--- config.mk ---
export PLATFORM = sky130hd
export DESIGN_NAME = deadband_guard
export DESIGN_NICKNAME = d
export VERILOG_FILES = /design/src/rtl/dg_pkg.sv /design/src/rtl/dg_sync.sv /design/src/rtl/dg_tracker.sv /design/src/rtl/dg_enable.sv /design/src/rtl/deadband_guard.sv
export SDC_FILE = /design/constraint.sdc
export NUM_CORES = 1
export LEC_CHECK = 0
export BUFFER_PORTS_ARGS = -buffer_cell sky130_fd_sc_hd__buf_4
export CAP_MARGIN = 20
export CORE_AREA = 2 2 39 41
export CTS_BUF_LIST = sky130_fd_sc_hd__clkbuf_16
export CTS_CLUSTER_DIAMETER = 100
export DETAILED_ROUTE_END_ITERATION = 6
export DIE_AREA = 0 0 41 43
export PLACE_DENSITY_LB_ADDON = 0.3
export SLEW_MARGIN = 25
export SYNTH_ARGS = -nofsm -noshare
export SYNTH_HDL_FRONTEND = slang
export SYNTH_SLANG_ARGS = --single-unit
--- constraint.sdc ---
create_clock -name clk -period 2.2 [get_ports clk]
set_input_delay 0.66 -clock clk [delete_from_list [all_inputs] [get_ports clk]]
set_output_delay 0.66 -clock clk [all_outputs]
set_load 0.005 [all_outputs]
--- src/rtl/dg_pkg.sv ---
package dg_pkg;
   typedef enum logic {
      LEG_LOW  = 1'b0,
      LEG_HIGH = 1'b1
   } leg_e;

   function automatic int gap_max(input int code_w, input int unit);
      return ((1 << code_w) - 1) * unit;
   endfunction
endpackage

--- src/rtl/dg_sync.sv ---
module dg_sync #(
   parameter int  STAGES  = 2,
   parameter logic RST_VAL = 1'b1
) (
   input  logic clk,
   input  logic rst_n,
   input  logic d,
   output logic q
);
   logic [STAGES-1:0] chain;

   if (STAGES < 2) begin : g_bad_stages
      $error("dg_sync: STAGES must be at least 2");
   end

   if (STAGES == 2) begin : g_two
      always_ff @(posedge clk or negedge rst_n) begin
         if (!rst_n) chain <= {STAGES{RST_VAL}};
         else        chain <= {chain[0], d};
      end
   end else begin : g_many
      always_ff @(posedge clk or negedge rst_n) begin
         if (!rst_n) chain <= {STAGES{RST_VAL}};
         else        chain <= {chain[STAGES-2:0], d};
      end
   end

   assign q = chain[STAGES-1];
endmodule

--- src/rtl/dg_tracker.sv ---
module dg_tracker
   import dg_pkg::*;
#(
   parameter int DT_W    = 3,
   parameter int DT_UNIT = 2
) (
   input  logic            clk,
   input  logic            rst_n,
   input  logic            req,
   input  logic [DT_W-1:0] dt_code,
   output leg_e            side,
   output logic            settled
);
   localparam int GAP_MAX = gap_max(DT_W, DT_UNIT);
   localparam int CNT_W   = $clog2(GAP_MAX + 1);
   localparam logic [CNT_W-1:0] CNT_TOP = CNT_W'(GAP_MAX);

   logic [CNT_W-1:0] cnt;
   logic [CNT_W-1:0] need;
   leg_e             side_q;
   leg_e             side_in;

   assign side_in = req ? LEG_HIGH : LEG_LOW;
   assign need    = CNT_W'(dt_code) * CNT_W'(DT_UNIT);

   always_ff @(posedge clk or negedge rst_n) begin
      if (!rst_n) begin
         side_q <= LEG_LOW;
         cnt    <= CNT_TOP;
      end else if (side_in != side_q) begin
         side_q <= side_in;
         cnt    <= '0;
      end else if (cnt != CNT_TOP) begin
         cnt <= cnt + 1'b1;
      end
   end

   assign side    = side_q;
   assign settled = (cnt >= need);
endmodule

--- src/rtl/dg_enable.sv ---
module dg_enable #(
   parameter int SYNC_STAGES = 2
) (
   input  logic clk,
   input  logic rst_n,
   input  logic kill,
   input  logic run_en,
   input  logic cyc_start,
   output logic en
);
   logic kill_s;
   logic en_q;
   logic clear;

   dg_sync #(.STAGES(SYNC_STAGES), .RST_VAL(1'b1)) u_sync (
      .clk  (clk),
      .rst_n(rst_n),
      .d    (kill),
      .q    (kill_s)
   );

   assign clear = kill | kill_s | ~run_en;

   always_ff @(posedge clk or negedge rst_n) begin
      if (!rst_n)         en_q <= 1'b0;
      else if (clear)     en_q <= 1'b0;
      else if (cyc_start) en_q <= 1'b1;
   end

   assign en = en_q;
endmodule

--- src/rtl/deadband_guard.sv ---
module deadband_guard
   import dg_pkg::*;
#(
   parameter int DT_W        = 3,
   parameter int DT_UNIT     = 2,
   parameter int SYNC_STAGES = 2
) (
   input  logic            clk,
   input  logic            rst_n,
   input  logic            req,
   input  logic            cyc_start,
   input  logic [DT_W-1:0] dt_code,
   input  logic            run_en,
   input  logic            kill,
   output logic            out_a,
   output logic            out_b
);
   localparam int LEGS = 2;

   if (DT_W < 1) begin : g_bad_w
      $error("deadband_guard: DT_W must be at least 1");
   end
   if (DT_UNIT < 1) begin : g_bad_unit
      $error("deadband_guard: DT_UNIT must be at least 1");
   end

   leg_e            side;
   logic            settled;
   logic            en;
   logic            pass;
   logic [LEGS-1:0] drive;

   dg_tracker #(.DT_W(DT_W), .DT_UNIT(DT_UNIT)) u_track (
      .clk    (clk),
      .rst_n  (rst_n),
      .req    (req),
      .dt_code(dt_code),
      .side   (side),
      .settled(settled)
   );

   dg_enable #(.SYNC_STAGES(SYNC_STAGES)) u_en (
      .clk      (clk),
      .rst_n    (rst_n),
      .kill     (kill),
      .run_en   (run_en),
      .cyc_start(cyc_start),
      .en       (en)
   );

   // Combinational force-low path: kill and run_en act without a clock edge.
   assign pass = en & settled & ~kill & run_en;

   for (genvar g = 0; g < LEGS; g++) begin : g_leg
      localparam leg_e MY_SIDE = (g == 0) ? LEG_HIGH : LEG_LOW;
      assign drive[g] = pass & (side == MY_SIDE);
   end

   assign out_a = drive[0];
   assign out_b = drive[1];
endmodule

==> results.sh <==
export IMPL_comb_power_share_pct=13.5
export IMPL_ys_seq_area_share_pct=47.83
export IMPL_hp_class="input pin to asynchronous set/reset pin"
export IMPL_setup_viol=0
export IMPL_finalWirelength_um=815
export IMPL_r2r_cells=5
export IMPL_power_switching_share_pct=21.00
export IMPL_max_cap_viol_count=0
export IMPL_path_delay_family="compound AO/OA/AOI/OAI gates"
export IMPL_synth_cell_type_count=21
export IMPL_die_h_um=43
export IMPL_fin_ws_ns=0.008466
export IMPL_cts_buffer_depth=2
export IMPL_pwr_share_clk_pct=53.9
export IMPL_grt_max_degree=9
export IMPL_clock_latency_ns=0.23
export IMPL_vias=333
export IMPL_postSynthAreaPerCell_um2=10.04
export IMPL_vias_per_cell=4.562
export IMPL_path_clk_slew_ns=0.04
export IMPL_drive_gt1_share_pct=40.35
export IMPL_skew_ns=0.0005177
export IMPL_drt_wirelength_per_cell_um=11.16
export IMPL_cts_tree="done"
export IMPL_die_w_um=41
export IMPL_fmax_mhz=456.3
export IMPL_crit_type="input pin to output pin"
export IMPL_r2r_start="u_track.cnt[1]"
export IMPL_dieArea_um2=1763
export IMPL_final_cell_mix="buf_4 (11), dfstp_2 (5), inv_1 (4), nor2_1 (4), ha_1 (4)"
export IMPL_crit_chain="buf_4, inv_1, ha_1, a21oi_1, a21oi_1, buf_4"
export IMPL_dr_pass1_iters=1
export IMPL_nNetsFinal=72
export IMPL_period_needed_ns=2.192
export IMPL_layout_commonest_cell="buf_4"
export IMPL_max_stage_delay_ns=0.29
export IMPL_rrSetupSlack_ns=0.85
export IMPL_core_area_um2=1384
export IMPL_rr_endpoint="u_track.cnt[0]"
export IMPL_place_ws_ns=0.02512
export IMPL_yosys_warnings=0
export IMPL_antenna_found_initial=0
export IMPL_fillers=138
export IMPL_rsz0062_at_grt="true"
export IMPL_critPathSlowestCell="ha_1"
export IMPL_antenna_cells=0
export IMPL_drc=0
export IMPL_switchingPower_mw=0.1174
export IMPL_ant_nets=0
export IMPL_portBuffers=10
export IMPL_p_leak_nw=0.2826
export IMPL_drtIter0Drc=0
export IMPL_grt_first_pass_wirelength_um=1518
export IMPL_io_pins=11
export IMPL_end_kind="output pin"
export IMPL_ctsHoldBuffers=0
export IMPL_seq_power_share_pct=32.5
export IMPL_max_slew_margin_rel_pct=77.69
export IMPL_gp_congestion=0.6454
export IMPL_fin_area_um2=625.6
export IMPL_syn_nets=57
export IMPL_cts_buffers=3
export IMPL_grt_total_usage_pct=13.03
export IMPL_finalCritPeriodShare_pct=99.62
export IMPL_worst_pin_slew_ns=0.3335
export IMPL_worst_ep_arrival_time_ns=1.53
export IMPL_start_util_pct=31.19
export IMPL_crit_buf_inv=3
export IMPL_cp_depth=6
export IMPL_internal_power_mw=0.4416
export IMPL_cts_sinks=8
export IMPL_syn_area_um2=431.7
export IMPL_grt_overflow=0
export IMPL_post_dp_cell_area_um2=523.0
export IMPL_cp_start_kind="input pin"
export IMPL_rows=14
export IMPL_cts_root_buf="clkbuf_16"
export IMPL_first_global_vias=358
export IMPL_cts_max_level=1
export IMPL_syn_to_final_growth_pct=44.93
export IMPL_synth_seq_cells=8
export IMPL_critPathMaxFanout=2
export IMPL_crit_required_ns=1.54
export IMPL_hold_viol=0
export IMPL_post_dp_hpwl_um=643.5
export IMPL_peakVddDrop_v=0.0006978
export IMPL_drv_slew=0
export IMPL_status="completed"
export IMPL_postSynthCellCount=43
export IMPL_total_power_mw=0.5590
export IMPL_power_density_nw_per_um2=893.5
timing repair:
action	CTS	global route
buffers inserted	1	0
resized for setup	2	1
setup endpoints to repair	2	2
pin swaps	3	0
stage by stage:
stage          instances    TNS, ns  hold slack [ns]  utilization, %
6_report              73          0           0.2409           45.21
2_1_floorplan         43          0           0.3452               -
4_1_cts               73  -0.001921           0.2399           44.94
3_5_place_dp          68          0           0.3557           37.79
5_1_grt               73    -0.1448           0.2469           45.21
3_3_place_gp          68          0           0.3456           37.79
final cells by class:
cell class	count	area [um2]	area share, %
multi-input combinational	30	222.7	35.60
sequential	8	206.4	33.00
timing repair buffer	11	82.58	13.20
clock buffer	3	75.07	12.00
tap	16	20.02	3.200
inverter	4	15.01	2.400
clock inverter	1	3.754	0.6000
synthesized netlist by cell type (all sizes together):
cell type  n  share of area [%]
nand2b     1                1.5
a21o       1                1.7
clkbuf     1               0.87
a31oi      1                1.5
nand3      3                4.6
xnor2      1                2.0
inv        4                3.5
dfrtp      3                 17
a211oi     1                1.7
nand2      2                1.7
a21oi      4                4.6
nand3b     1                1.7
nor3       2                2.3
nor3b      1                1.7
o21ai      1                1.2
dfstp      5                 30
ha         5                 14
nor2b      1                1.5
xor2       1                2.0
nor2       4                3.5
flip-flops by register name, summed over array words and instances, names as in the netlist:
| name | cells |
|---|---|
| u_en.en | 1 |
| u_en.u_sync.chain | 2 |
| u_track.cnt | 4 |
| u_track.side | 1 |
cells by family after synthesis:
family / after synthesis / synth area share (%)
adders and majority gates: 5 / 14.49
AOI/OAI and AO/OA: 8 / 10.73
xor gates and xnor gates: 2 / 4.059
DFF: 8 / 47.83
and+or+nand+nor: 15 / 18.55
buffers and inverters: 5 / 4.346
worst max-delay path by stage:
| stage | startpoint | to |
|---|---|---|
| finish | dt_code[2] | out_b |
| global route | u_track.cnt[1] | out_a |
| CTS | u_track.cnt[1] | out_a |
| detailed placement | dt_code[0] | out_a |
| global placement | dt_code[0] | out_b |
| floorplan | dt_code[2] | out_a |
power groups by stage:
stage | logic [mW] | clock network (mW) | registers, mW
floorplan | 0.0373 | 0 | 0.181
global placement | 0.0560 | 0 | 0.186
detailed placement | 0.0591 | 0 | 0.187
CTS | 0.0760 | 0.310 | 0.182
global route | 0.0883 | 0.318 | 0.183
finish | 0.0757 | 0.301 | 0.182
per-layer routing:
layer	GRT usage (%)	part of all wire [%]	vias to the layer above
met5	0	0	-
met4	6.000	0	0
met3	4.712	2.9	0
met2	19.06	51	5
met1	16.50	46	154
li1	-	-	174
No activity file was read; power rests on OpenSTA's default activity.
